**src/rtl/scan_pkg.sv**
```systemverilog
package scan_pkg;

  typedef enum logic [1:0] {
    SCAN_SINGLE_UP = 2'b00,
    SCAN_SINGLE_DN = 2'b01,
    SCAN_DUAL_UP   = 2'b10,
    SCAN_DUAL_DN   = 2'b11
  } scan_mode_e;

  function automatic scan_mode_e scan_mode(input logic dual, input logic up);
    case ({dual, up})
      2'b01:   return SCAN_SINGLE_UP;
      2'b00:   return SCAN_SINGLE_DN;
      2'b11:   return SCAN_DUAL_UP;
      default: return SCAN_DUAL_DN;
    endcase
  endfunction

endpackage

```
**src/rtl/lp_fall_det.sv**
```systemverilog
module lp_fall_det (
  input  logic clk_i,
  input  logic rst_ni,
  input  logic lp_i,
  output logic fall_o
);

  logic lp_q;

  always_ff @(posedge clk_i or negedge rst_ni) begin
    if (!rst_ni) lp_q <= 1'b0;
    else         lp_q <= lp_i;
  end

  assign fall_o = lp_q & ~lp_i;

  AST_NO_BACK_TO_BACK: assert property (@(posedge clk_i) disable iff (!rst_ni)
    fall_o |=> !fall_o);

endmodule

```
**src/rtl/scan_chain.sv**
```systemverilog
module scan_chain #(
  parameter int W = 80
) (
  input  logic         clk_i,
  input  logic         rst_ni,
  input  logic         shift_i,
  input  logic         up_i,
  input  logic         sin_i,
  output logic [W-1:0] q_o
);

  logic [W-1:0] q;

  always_ff @(posedge clk_i or negedge rst_ni) begin
    if (!rst_ni)      q <= '0;
    else if (shift_i) q <= up_i ? {q[W-2:0], sin_i} : {sin_i, q[W-1:1]};
  end

  assign q_o = q;

  AST_HOLD_IDLE: assert property (@(posedge clk_i) disable iff (!rst_ni)
    !shift_i |=> $stable(q_o));
  AST_ENTRY_UP: assert property (@(posedge clk_i) disable iff (!rst_ni)
    shift_i && up_i |=> q_o[0] == $past(sin_i));
  AST_ENTRY_DN: assert property (@(posedge clk_i) disable iff (!rst_ni)
    shift_i && !up_i |=> q_o[W-1] == $past(sin_i));

endmodule

```
**src/rtl/bidir_scan_shreg.sv**
```systemverilog
module bidir_scan_shreg
  import scan_pkg::*;
#(
  parameter int ROWS = 160
) (
  input  logic            clk_i,
  input  logic            rst_ni,
  input  logic            lp_i,
  input  logic            dual_i,
  input  logic            dir_i,
  input  logic            end1_i,
  output logic            end1_o,
  output logic            end1_oe_o,
  input  logic            end2_i,
  output logic            end2_o,
  output logic            end2_oe_o,
  input  logic            d7_i,
  output logic [ROWS-1:0] row_o
);

  localparam int HALF = ROWS / 2;

  logic            shift;
  scan_mode_e      mode;
  logic [1:0]      half_sin;
  logic [HALF-1:0] half_q [2];

  lp_fall_det u_fall (
    .clk_i  (clk_i),
    .rst_ni (rst_ni),
    .lp_i   (lp_i),
    .fall_o (shift)
  );

  assign mode = scan_mode(dual_i, dir_i);

  // index 0 = rows 1..HALF, index 1 = rows HALF+1..ROWS
  always_comb begin
    case (mode)
      SCAN_SINGLE_UP: half_sin = {half_q[0][HALF-1], end1_i};
      SCAN_SINGLE_DN: half_sin = {end2_i, half_q[1][0]};
      SCAN_DUAL_UP:   half_sin = {d7_i, end1_i};
      default:        half_sin = {end2_i, d7_i};
    endcase
  end

  for (genvar g = 0; g < 2; g++) begin : g_half
    scan_chain #(.W(HALF)) u_chain (
      .clk_i   (clk_i),
      .rst_ni  (rst_ni),
      .shift_i (shift),
      .up_i    (dir_i),
      .sin_i   (half_sin[g]),
      .q_o     (half_q[g])
    );
  end

  assign row_o     = {half_q[1], half_q[0]};
  assign end2_oe_o = dir_i;
  assign end1_oe_o = ~dir_i;
  assign end2_o    = dir_i & row_o[ROWS-1];
  assign end1_o    = ~dir_i & row_o[0];

  AST_DUAL_SPLIT_UP: assert property (@(posedge clk_i) disable iff (!rst_ni)
    shift && dual_i && dir_i |=> row_o[HALF] == $past(d7_i));
  AST_DUAL_SPLIT_DN: assert property (@(posedge clk_i) disable iff (!rst_ni)
    shift && dual_i && !dir_i |=> row_o[HALF-1] == $past(d7_i));
  AST_SINGLE_JOIN_UP: assert property (@(posedge clk_i) disable iff (!rst_ni)
    shift && !dual_i && dir_i |=> row_o[HALF] == $past(row_o[HALF-1]));
  AST_SINGLE_JOIN_DN: assert property (@(posedge clk_i) disable iff (!rst_ni)
    shift && !dual_i && !dir_i |=> row_o[HALF-1] == $past(row_o[HALF]));

endmodule

```
**config.mk**
```make
export PLATFORM = sky130hd
export DESIGN_NAME = bidir_scan_shreg
export DESIGN_NICKNAME = d
export VERILOG_FILES = /design/src/rtl/scan_pkg.sv /design/src/rtl/lp_fall_det.sv /design/src/rtl/scan_chain.sv /design/src/rtl/bidir_scan_shreg.sv
export SDC_FILE = /design/constraint.sdc
export NUM_CORES = 1
export LEC_CHECK = 0
export BUFFER_PORTS_ARGS = -buffer_cell sky130_fd_sc_hd__buf_2
export CORE_MARGIN = 4
export CORE_UTILIZATION = 54
export CTS_CLUSTER_SIZE = 40
export DETAILED_ROUTE_END_ITERATION = 10
export PLACE_DENSITY = 0.84
export RECOVER_POWER = 100
export SYNTH_ARGS = -nofsm -noshare
export SYNTH_HDL_FRONTEND = slang
export SYNTH_SLANG_ARGS = --single-unit
```
**constraint.sdc**
```tcl
create_clock -name clk_i -period 1.45 [get_ports clk_i]
set_input_delay 0.0725 -clock clk_i [delete_from_list [all_inputs] [get_ports clk_i]]
set_output_delay 0.0725 -clock clk_i [all_outputs]
set_load 0.01 [all_outputs]
```
# After elaboration in Yosys (flattened, before gate mapping)

Cells that the tools add are included.
Widths: inputs -> output; s select.

Multiplexer cells: 4
Bitwise gates (word level): 5
Equal/unequal tests: 4
Reduce and logical (&&, ||, !) cells: 2

Operators with widths:

| cell               | count |
|---|---|
| $mux 80            | 2 |
| $pmux 2 s3         | 2 |
| $eq 2x1->1 const B | 2 |
| $eq 2x2->1 const B | 2 |
| $logic_not 2->1    | 2 |
| $and 1x1->1        | 3 |
| $not 1->1          | 2 |

Bits of input ports: 8
Logic and storage cells: 18
Output and inout port bits: 164
Register bits: 161

# Longest topological paths before layout

Depth after elaboration: 5
Depth in mapped cells: 6
Gate-level depth less buffers: 3

# Hierarchy

A second synthesis with hierarchy kept.

Cells, all modules: 706
Area, all modules: 7,544.7 sq um

Modules (own cells, without submodules):

| module           | area an instance (sq um) | cells each | sequential area each (sq um) | times used |
|---|---|---|---|---|
| scan_chain       | 3,722.3                  | 347        | 2,001.9                      | 2 |
| bidir_scan_shreg | 61.3                     | 10         | 0.0                          | 1 |
| lp_fall_det      | 38.8                     | 2          | 25.0                         | 1 |

# Least setup slack after synthesis

No wires, ideal clock.

Kind: flip-flop to flip-flop
Start point: register u_fall.lp_q
End point: register g_half[1].u_chain.q[0]
Arrival: 1.027 ns
Required time: 1.332 ns
Path buffers: 2
Stages on the path, launching flop included: 6
Path slack: 0.305 ns
Setup time: 0.118 ns
Period minus slack after synthesis: 1.145 ns
Path through: dfrtp_1 > nand2b_4 > buf_4 > clkbuf_1 > a211oi_1 > a21o_1

Cells in the longest elaborated chain, start to end: 1

RTL lines:

| item                   | line              | source |
|---|---|---|
| from (decl)            | lp_fall_det.sv:8  | `logic lp_q;` |
| from (signal assigned) | lp_fall_det.sv:12 | `else lp_q <= lp_i;` |
| $and 1x1->1            | lp_fall_det.sv:15 | `assign fall_o = lp_q & ~lp_i;` |
| to (signal assigned)   | scan_chain.sv:16  | `else if (shift_i) q <= up_i ? {q[W-2:0], sin_i} : {sin_i, q[W-1:1]};` |
| to (decl)              | scan_chain.sv:12  | `logic [W-1:0] q;` |

No other way between the ends.
A chain may end at the register's enable or synchronous reset.

# Worst setup path in the final report

Start point: register u_fall.lp_q
End point: register g_half[1].u_chain.q[2]

The elaborated chain is that of the path after synthesis.

==> run metrics <==
post-synthesis sequential area ratio 0.544; Post-Route WL about 17,000 um; H-tree depth 4; dpl hpwl roughly 11,000 um; clock buffer count from CTS 17; Layout Nets between 800 and 900; Worst slew margin 0.379; GRT overflow 0; global-route wire length before repair between 20,000 and 30,000 um; critical path's top delay family buffers and inverters; worst slack, placed about 220 ps; slowest stage delay, CP about 400 ps; vias per inst roughly 5.4; io pins approximately 170; Synth top area share 0.544; Setup violations, final 0; Crit. End Element register; final worst slack about 190 ps; via count of the first global-routing pass 5,519; crit path cell chain nand2b_4 > buf_12 > buf_6 > o21ai_0; DRC 0; hold_ws ~130 ps; CTS root buf clkbuf_16; Detailed Route Iter0 Violations 291; Maximum Capacitance Violations 0; most frequent cells in the layout clkbuf_1, dfrtp_1, mux2i_1; Syn Inst Count 701; cts repair resizes 0; class of the worst hold path in -> reg; die area approximately 0.016 sq mm; FF+latch count, synth roughly 160; Leak 4.08 nW; Starting Density 0.555; critical path class reg -> reg; largest net degree at the start of global routing 69; Final Critical Period 1260 ps; Fin. Hold Viols 0; Crit path buffers/inverters 2; Final Slew Violations 0; RSZ-0062 raised after global routing no; main area contributors after synthesis dfrtp_1, mux2i_1, nand2_1; Die Y between 100 and 150 um; Netlist cell types 17; # fillers 1,105; leading area contributor after synthesis dfrtp_1; Post-DP Area between 0.008 and 0.009 sq mm; Final Cell Area 0.00889 sq mm; Final Skew between 10 and 15 ps; initial antenna violation count 0; Rows between 40 and 50; deepest clock path buffer count 2; layout cell share with drive strength beyond 1 0.0664; post-route ant nets 0; multi-input logic area about 0.0031 sq mm; synthesis warning total 0; Pwr per Cell Area roughly 1100 mW/mm^2; M1 GR Usage 0.290; Port Buffer Count 171; WP data required ~1700 ps; Core ar. 0.0133 sq mm; Reg area between 0.004 and 0.005 sq mm; TritonCTS clock tree built; Tot GR Track Use 0.214; Async S/R FF share, synth 1.00; Critical Path Slowest Stage Cell dfrtp_1; worst IR drop on VDD a little over 0.8 mV; clock slew at reported path FFs 60 ps; DR vias roughly 5.7k; status complete, no violations; Worst setup SP type register; TritonRoute pass-1 iters 4; grt met3 use 0.0644; Post-synth top flop dfrtp_1; Post-synth EDFFs 0; Die W approximately 130 um; clock insertion delay at the later pin of the skew report approximately 420 ps; Util after Layout 0.666; grt peak-use layer met2; setup TNS 0 ps; Avg Cell Area, Syn ~11 sq um; P&R area growth vs syn 20.0%; Sink Count 161; Period Utilization, post-route 0.867; syn nets 709; Synth Cell Area ~0.0074 sq mm; M2 GR Usage 0.331; total power just over 10 mW; routability cong. 0.732; Crit path arrival time approximately 1500 ps; Slew @ Worst Pin a little over 900 ps; Peak Freq 796 MHz; n_diodes 0; Inst Count DP 1,014; most common cell after layout, fill and taps aside clkbuf_1; Routed wire per std cell around 16 um; Crit Path Max Fanout 42; Layout Cells excl Fill approximately 1.1k
[per-layer routing]
layer	vias to the layer above	wire [um]	part of all wire
met2	147	7860	0.47
met3	21	1020	0.061
met4	0	243	0.015
li1	2741	-	-
met1	2761	7480	0.45
met5	-	0	0
[synth_stat cells (8+ instances only)]
cell        n
o21ai_0    92
mux2i_1   160
clkbuf_1   22
dfrtp_1   161
buf_4      13
buf_6       8
o21ai_1    67
buf_2      11
nand2_1   159
[worst paths after layout]
kind	from	endpoint	slack (ps)	cells past startpoint
min in group asynchronous	rst_ni	g_half[1].u_chain.q_o[58]$_DFFE_PN0P_	340	2
max	u_fall.lp_q$_DFF_PN0_	g_half[1].u_chain.q_o[2]$_DFFE_PN0P_	190	4
max reg2reg	u_fall.lp_q$_DFF_PN0_	g_half[1].u_chain.q_o[2]$_DFFE_PN0P_	190	4
min	d7_i	g_half[0].u_chain.q_o[79]$_DFFE_PN0P_	130	4
min reg2reg	g_half[1].u_chain.q_o[79]$_DFFE_PN0P_	g_half[1].u_chain.q_o[79]$_DFFE_PN0P_	540	2
max in group asynchronous	rst_ni	g_half[1].u_chain.q_o[76]$_DFFE_PN0P_	320	3
[timing repair]
action	in CTS	in global routing
setup buffers	0	0
hold endpoints to repair	164	0
hold buffers	4	0
[worst min-delay path, cell delays in order]
cell and delay, ps:
buf_2 80, mux2_2 140, mux2i_1 60, o21ai_0 150
[report_power, final]
| group | total [mW] | switching (mW) | internal, mW |
|---|---|---|---|
| Combinational | 0.836 | 0.522 | 0.314 |
| Clock | 4.46 | 1.74 | 2.71 |
| Sequential | 4.76 | 0.148 | 4.61 |
| Total | 10.1 | 2.41 | 7.64 |
[kinds of logic after synthesis]
kind of cell,after synthesis,synth area share
multiplexers,161,0.218
AO/OA/AOI/OAI,161,0.109
flip-flops,161,0.544
AND/OR/NAND/NOR,163,0.0846
buffers and inverters,55,0.0444
[layout make-up]
class | instances | share of cell area
Inverter | 1 | 0.000422
Multi-Input combinational cell | 485 | 0.343
Clock inverter | 9 | 0.0117
Clock buffer | 23 | 0.0549
Tap cell | 176 | 0.0248
Sequential cell | 161 | 0.453
Timing Repair Buffer | 195 | 0.112
[state kept, by name, summed over array words and instances, names as in the netlist]
name,cells
g_half.u_chain.q_o,160
u_fall.lp_q,1
Note: power is estimated with default switching activity, not from simulation.
